--- src/rtl/xlat_pkg.sv ---
package xlat_pkg;

  typedef enum logic [1:0] {
    K_WRITE = 2'd0,
    K_READ  = 2'd1,
    K_FLUSH = 2'd2,
    K_FENCE = 2'd3
  } req_kind_e;

  typedef enum logic [1:0] {
    C_WRSZ  = 2'd0,
    C_RDSZ  = 2'd1,
    C_FLUSH = 2'd2,
    C_NONE  = 2'd3
  } lnk_cmd_e;

  typedef enum logic [1:0] {
    S_OK   = 2'd0,
    S_NOTG = 2'd1,
    S_ERRA = 2'd2,
    S_ERRB = 2'd3
  } rsp_stat_e;

  typedef struct packed {
    lnk_cmd_e cmd;
    logic     posted;
    logic     pass;
    logic     rsp_pass;
  } lnk_attr_t;

endpackage

--- src/rtl/xlat_decode.sv ---
module xlat_decode
  import xlat_pkg::*;
(
  input  logic       hipri,
  input  logic [1:0] kind,
  output lnk_attr_t  attr,
  output logic       is_read,
  output logic       is_fence
);

  req_kind_e k;
  assign k = req_kind_e'(kind);

  always_comb begin
    attr     = '{cmd: C_NONE, posted: 1'b0, pass: 1'b0, rsp_pass: 1'b0};
    is_read  = 1'b0;
    is_fence = 1'b0;
    case (k)
      K_WRITE: begin
        attr.cmd    = C_WRSZ;
        attr.posted = 1'b1;
        attr.pass   = hipri;
      end
      K_READ: begin
        attr.cmd      = C_RDSZ;
        attr.pass     = hipri;
        attr.rsp_pass = 1'b1;
        is_read       = 1'b1;
      end
      K_FLUSH: begin
        attr.cmd = C_FLUSH;
      end
      default: begin
        is_fence = 1'b1;
      end
    endcase
  end

endmodule

--- src/rtl/xlat_rd_tracker.sv ---
module xlat_rd_tracker #(
  parameter int MAX_OUT = 16,
  parameter int CW      = $clog2(MAX_OUT + 1)
) (
  input  logic          clk,
  input  logic          rst,
  input  logic          inc,
  input  logic          dec,
  output logic          full,
  output logic          zero_next,
  output logic [CW-1:0] cnt
);

  localparam logic [CW-1:0] LIMIT = CW'(MAX_OUT);
  localparam logic [CW-1:0] ONE   = CW'(1);

  logic [CW-1:0] cnt_q, cnt_d;

  always_comb begin
    cnt_d = cnt_q;
    if (inc && !dec)      cnt_d = cnt_q + ONE;
    else if (!inc && dec) cnt_d = cnt_q - ONE;
  end

  always_ff @(posedge clk) begin
    if (rst) cnt_q <= '0;
    else     cnt_q <= cnt_d;
  end

  assign full      = (cnt_q == LIMIT);
  assign zero_next = (cnt_d == '0);
  assign cnt       = cnt_q;

endmodule

--- src/rtl/xlat_out_stage.sv ---
module xlat_out_stage
  import xlat_pkg::*;
#(
  parameter int AW = 32,
  parameter int DW = 32
) (
  input  logic          clk,
  input  logic          rst,
  input  logic          load,
  input  lnk_attr_t     attr_in,
  input  logic [AW-1:0] addr_in,
  input  logic [DW-1:0] data_in,
  input  logic          ready,
  output logic          free,
  output logic          valid,
  output lnk_attr_t     attr_out,
  output logic [AW-1:0] addr_out,
  output logic [DW-1:0] data_out
);

  logic          valid_q;
  lnk_attr_t     attr_q;
  logic [AW-1:0] addr_q;
  logic [DW-1:0] data_q;

  assign free = !valid_q || ready;

  always_ff @(posedge clk) begin
    if (rst) begin
      valid_q <= 1'b0;
      attr_q  <= '{cmd: C_NONE, posted: 1'b0, pass: 1'b0, rsp_pass: 1'b0};
      addr_q  <= '0;
      data_q  <= '0;
    end else if (load) begin
      valid_q <= 1'b1;
      attr_q  <= attr_in;
      addr_q  <= addr_in;
      data_q  <= data_in;
    end else if (ready) begin
      valid_q <= 1'b0;
    end
  end

  assign valid    = valid_q;
  assign attr_out = attr_q;
  assign addr_out = addr_q;
  assign data_out = data_q;

endmodule

--- src/rtl/xlat_cmp_path.sv ---
module xlat_cmp_path
  import xlat_pkg::*;
#(
  parameter int DW = 32
) (
  input  logic          clk,
  input  logic          rst,
  input  logic          rsp_valid,
  input  logic [1:0]    rsp_status,
  input  logic [DW-1:0] rsp_data,
  output logic          rsp_ready,
  input  logic          cmp_ack,
  output logic          cmp_valid,
  output logic [DW-1:0] cmp_data,
  output logic          cmp_err,
  output logic          consumed
);

  logic          vld_q;
  logic [DW-1:0] data_q, data_d;
  logic          err_q, err_d;
  logic          take;

  assign rsp_ready = !vld_q || cmp_ack;
  assign take      = rsp_valid && rsp_ready;
  assign consumed  = vld_q && cmp_ack;

  always_comb begin
    data_d = rsp_data;
    err_d  = 1'b0;
    case (rsp_stat_e'(rsp_status))
      S_OK:    err_d  = 1'b0;
      S_NOTG:  data_d = '1;
      default: err_d  = 1'b1;
    endcase
  end

  always_ff @(posedge clk) begin
    if (rst) begin
      vld_q  <= 1'b0;
      data_q <= '0;
      err_q  <= 1'b0;
    end else if (take) begin
      vld_q  <= 1'b1;
      data_q <= data_d;
      err_q  <= err_d;
    end else if (cmp_ack) begin
      vld_q  <= 1'b0;
    end
  end

  assign cmp_valid = vld_q;
  assign cmp_data  = data_q;
  assign cmp_err   = err_q;

endmodule

--- src/rtl/gfx_req_xlat.sv ---
module gfx_req_xlat
  import xlat_pkg::*;
#(
  parameter int AW      = 32,
  parameter int DW      = 32,
  parameter int MAX_OUT = 16,
  localparam int CW     = $clog2(MAX_OUT + 1)
) (
  input  logic          clk,
  input  logic          rst,
  input  logic          req_valid,
  output logic          req_ready,
  input  logic          req_hipri,
  input  logic [1:0]    req_kind,
  input  logic [AW-1:0] req_addr,
  input  logic [DW-1:0] req_data,
  output logic          lnk_valid,
  input  logic          lnk_ready,
  output logic [1:0]    lnk_cmd,
  output logic          lnk_posted,
  output logic          lnk_pass,
  output logic          lnk_rsp_pass,
  output logic [AW-1:0] lnk_addr,
  output logic [DW-1:0] lnk_data,
  input  logic          rsp_valid,
  output logic          rsp_ready,
  input  logic [1:0]    rsp_status,
  input  logic [DW-1:0] rsp_data,
  output logic          cmp_valid,
  input  logic          cmp_ack,
  output logic [DW-1:0] cmp_data,
  output logic          cmp_err
);

  lnk_attr_t     dec_attr, out_attr;
  logic          dec_read, dec_fence;
  logic          lnk_free, rd_full, rd_zero_next;
  logic [CW-1:0] rd_cnt;
  logic          rsp_consumed;
  logic          req_fire;
  logic          fence_q;

  xlat_decode u_dec (
    .hipri    (req_hipri),
    .kind     (req_kind),
    .attr     (dec_attr),
    .is_read  (dec_read),
    .is_fence (dec_fence)
  );

  assign req_ready = !fence_q && lnk_free && !(dec_read && rd_full);
  assign req_fire  = req_valid && req_ready;

  xlat_out_stage #(.AW(AW), .DW(DW)) u_out (
    .clk      (clk),
    .rst      (rst),
    .load     (req_fire && !dec_fence),
    .attr_in  (dec_attr),
    .addr_in  (req_addr),
    .data_in  (req_data),
    .ready    (lnk_ready),
    .free     (lnk_free),
    .valid    (lnk_valid),
    .attr_out (out_attr),
    .addr_out (lnk_addr),
    .data_out (lnk_data)
  );

  assign lnk_cmd      = out_attr.cmd;
  assign lnk_posted   = out_attr.posted;
  assign lnk_pass     = out_attr.pass;
  assign lnk_rsp_pass = out_attr.rsp_pass;

  xlat_rd_tracker #(.MAX_OUT(MAX_OUT), .CW(CW)) u_trk (
    .clk       (clk),
    .rst       (rst),
    .inc       (req_fire && dec_read),
    .dec       (rsp_consumed),
    .full      (rd_full),
    .zero_next (rd_zero_next),
    .cnt       (rd_cnt)
  );

  // Fence hold: set when a fence is taken with reads still pending after
  // this cycle, cleared once the count is about to reach zero.
  always_ff @(posedge clk) begin
    if (rst) fence_q <= 1'b0;
    else     fence_q <= (fence_q || (req_fire && dec_fence)) && !rd_zero_next;
  end

  xlat_cmp_path #(.DW(DW)) u_cmp (
    .clk        (clk),
    .rst        (rst),
    .rsp_valid  (rsp_valid),
    .rsp_status (rsp_status),
    .rsp_data   (rsp_data),
    .rsp_ready  (rsp_ready),
    .cmp_ack    (cmp_ack),
    .cmp_valid  (cmp_valid),
    .cmp_data   (cmp_data),
    .cmp_err    (cmp_err),
    .consumed   (rsp_consumed)
  );

endmodule

--- config.mk ---
export PLATFORM = sky130hd
export DESIGN_NAME = gfx_req_xlat
export DESIGN_NICKNAME = d
export VERILOG_FILES = /design/src/rtl/xlat_pkg.sv /design/src/rtl/xlat_decode.sv /design/src/rtl/xlat_rd_tracker.sv /design/src/rtl/xlat_out_stage.sv /design/src/rtl/xlat_cmp_path.sv /design/src/rtl/gfx_req_xlat.sv
export SDC_FILE = /design/constraint.sdc
export NUM_CORES = 1
export LEC_CHECK = 0
export ABC_CLOCK_PERIOD_IN_PS = 1800
export BUFFER_PORTS_ARGS = -buffer_cell sky130_fd_sc_hd__buf_2
export CORE_AREA = 3 3 104 106
export DETAILED_ROUTE_END_ITERATION = 12
export DIE_AREA = 0 0 107 109
export PLACE_DENSITY = 0.76
export SETUP_SLACK_MARGIN = 0.02
export SLEW_MARGIN = 20
export SYNTH_ARGS = -nofsm -noshare
export SYNTH_HDL_FRONTEND = slang
export SYNTH_SLANG_ARGS = --single-unit
--- constraint.sdc ---
create_clock -name clk -period 1.8 [get_ports clk]
set_input_delay 0.09 -clock clk [delete_from_list [all_inputs] [get_ports clk]]
set_output_delay 0.09 -clock clk [all_outputs]
set_load 0.05 [all_outputs]
==> impl_metrics.py <==
metrics = {
    "outcome": {
        "status": "finished, violations left",
        "violations": "negative setup slack",
    },
    "timing": {
        "setup_violations": 2,
        "fin_setup_tns_ns": -0.0982,
        "max_freq_ghz": 0.528,
        "fin_skew_ns": 0.00821,
        "maxSlewHeadroom_pct": 72.9,
        "final-max-slew-violation-count": 0,
        "hold_ws_ns": 0.0128,
        "setup_ws_ns": -0.0922,
        "rsz0062_at_grt": "true",
        "post-route-period-util_pct": 105,
        "min_period_ns": 1.89,
        "worstMarginPinSlew_ns": 0.407,
        "final_hold_viol_count": 0,
    },
    "clocking": {
        "cts.htree.levels": 3,
        "path_clk_slew_ns": 0.10,
        "cts_buffers": 9,
        "worst_skew_pair.late_latency_ns": 0.36,
        "cts_tree": "yes",
        "cts_root_buffer": "clkbuf_8",
        "clock_sinks": 110,
        "cts_buffer_depth": 2,
    },
    "logic_synthesis": {
        "netlist_area_um2": 4090,
        "avgSynthCellArea_um2": 7.96,
        "yosysSeqAreaShare_pct": 53.8,
        "syn_nets": 624,
        "yosysWarnings": 0,
        "yosys-top-cells-area": "dfxtp_1, nand2_1, a21oi_1",
        "yosysTopAreaCellShare_pct": 53.8,
        "synthCells": 514,
        "ys_ff_latch": 110,
        "async_flop_share_pct": 0,
        "synthFlopType": "dfxtp_1",
        "synth_cell_types": 43,
        "synth_edf_count": 0,
        "synth_area_leader_cell": "dfxtp_1",
    },
    "critical_path": {
        "cp-start-kind": "register",
        "crit_chain": "inv_2 > ha_4 > nand2_2 > or3_4 > and3_4 > a211o_1 > a21o_1 > o31a_1",
        "slowest_delay_ns": 0.34,
        "cp_max_fo": 6,
        "required_ns": 2.06,
        "crit_type": "register to register",
        "cp_data_arrival_time_ns": 2.15,
        "critPathSlowestCell": "dfxtp_2",
        "endpoint_kind": "register",
    },
    "routing": {
        "drtAntennaViolNets": 0,
        "drc_errors": 0,
        "drt_iter0_drc": 332,
        "vias": 4711,
        "wl_mm": 14.1,
        "drt_pass1_iterations": 4,
        "vias_per_cell": 4.91,
        "avgRoutedWirePerCell_um": 14.7,
    },
    "placed_design": {
        "gp_congestion": 0.851,
        "dpl-instance-area_um2": 5410,
        "port_buffers": 212,
        "placed_cells": 845,
        "dp_hpwl_mm": 8.59,
        "pre_cts_ws_ns": -0.132,
    },
    "layout": {
        "area_growth_pct": 63.2,
        "final_nets": 930,
        "num-fill-cells": 738,
        "final_layout_size_suffix_gt1_share_pct": 33.8,
        "final_cells": 960,
        "stdcell_area_um2": 6680,
    },
    "global_routing": {
        "grt_overflow": 0,
        "grt_util_all_layers_pct": 23.7,
        "antenna_found_initial": 0,
        "grt_pass1_vias": 4708,
        "grt_pass1_wl_mm": 22.0,
        "grt_max_degree": 55,
    },
    "die": {
        "io_pins": 213,
        "die_h_um": 109,
        "die_width_um": 107,
        "start_util_pct": 41.5,
        "num_rows": 36,
        "core_um2": 9860,
        "dieArea_um2": 11700,
    },
    "power_and_ir_drop": {
        "peakVddDrop_mv": 0.662,
        "p_per_area_nw_per_um2": 938,
        "leakagePower_nw": 3.14,
    },
    "min_path": {
        "hp-class": "input port to register",
    },
    "run": {
        "max_cap_violations": 0,
    },
}
==> report_power, final <==
| group | internal, W | switching (W) |
|---|---|---|
| Sequential | 0.00263 | 0.000103 |
| Combinational | 0.000666 | 0.00123 |
| Clock | 0.000842 | 0.000795 |
==> metal layers <==
metal	track usage (%)	vias to the layer above	part of all wire [%]
met5	0	-	0
met4	11.6	0	3.3
met3	6.81	46	7.8
met2	42.9	217	50
met1	25.3	2157	39
li1	-	2291	-
==> final timing paths <==
path	from	to	slack, ns	depth (start not counted)
worst min-delay path	rsp_data[3]	u_cmp.cmp_data[3]	0.01	3
worst max register to register	u_trk.cnt[1]	fence_q	-0.09	8
worst max-delay path	u_trk.cnt[1]	fence_q	-0.09	8
worst min register to register	u_out.addr_out[10]	u_out.addr_out[10]	0.46	2
==> kinds of logic after synthesis <==
group / count (synthesis) / share of synthesized area [%]
and+or+nand+nor: 268 / 27.9
AOI/OAI and AO/OA: 87 / 11.9
xor gates and xnor gates: 4 / 0.857
muxes: 1 / 0.245
adders and majority gates: 3 / 0.918
buffers and inverters: 41 / 4.37
DFF: 110 / 53.8
==> sequential cells by signal, indices dropped and copies added (netlist names) <==
| name | count |
|---|---|
| fence_q | 1 |
| u_cmp.cmp_data | 32 |
| u_cmp.cmp_err | 1 |
| u_cmp.cmp_valid | 1 |
| u_out.addr_out | 32 |
| u_out.attr_out | 5 |
| u_out.data_out | 32 |
| u_out.valid | 1 |
| u_trk.cnt | 5 |
==> Yosys cell counts, types with 3 or more instances <==
cell type  number
nand2_1       136
ha_1            3
clkbuf_1       22
o21ai_1         4
nor3_1         35
nand2b_1        3
a21oi_1        67
inv_1           5
nor2_1         75
buf_2           8
xnor2_1         3
dfxtp_1       110
buf_1           4
==> placed cells by master, fill, tap and decap left out, drive strengths merged, types with 2 or more instances in the layout <==
cell         synthesis  final
a211o                2      2
clkbuf              22     14
a41oi                2      2
a32oi                2      2
and4                 2      2
dlygate4sd3          0     92
nor2                75     75
o21ai                6      6
inv                  5      5
nand2              137    137
a211oi               2      2
nand3                2      2
a21oi               67     67
nor2b                3      3
xnor2                3      3
nand2b               3      3
buf                 14    239
a311oi               2      2
ha                   3      3
and3                 2      2
dfxtp              110    110
diode                0      2
nor3                36     36
==> through the flow <==
| step | util (%) | power, W |
|---|---|---|
| final | 67.7 | 0.00626 |
| after global routing | 67.6 | 0.00655 |
| after CTS | 66.9 | 0.00623 |
| after detailed placement | 54.8 | 0.00442 |
| after global placement | 54.8 | 0.00437 |
| after floorplan | - | 0.00390 |
==> what timing repair did <==
| item | in CTS | in global routing |
|---|---|---|
| endpoints found under the hold margin | 91 | 1 |
| hold buffers | 91 | 1 |
| setup buffers | 4 | 1 |
| pin swaps | 6 | 4 |
| setup endpoints to repair | 2 | 12 |
| resized for setup | 7 | 11 |
==> layout make-up <==
type | instances | area (um2) | share of cell area, %
repair buffers | 331 | 2260 | 33.9
flip-flops and latches | 110 | 2210 | 33.1
multi-input cells | 363 | 1780 | 26.7
clock buffers | 14 | 194 | 2.91
well taps | 133 | 166 | 2.49
clock inverters | 2 | 35.0 | 0.525
inverters | 5 | 18.8 | 0.281
diodes | 2 | 5.00 | 0.0750
==> worst max-delay path, delay by kind of cell, from the launching register on <==
kind	cells	cell delay (ns)
adders and majority gates	1	0.13
AOI/OAI and AO/OA	3	0.68
and+or+nand+nor	3	0.58
buffers and inverters	1	0.07
DFF	1	0.34
Power figures use the tool's default switching activity.
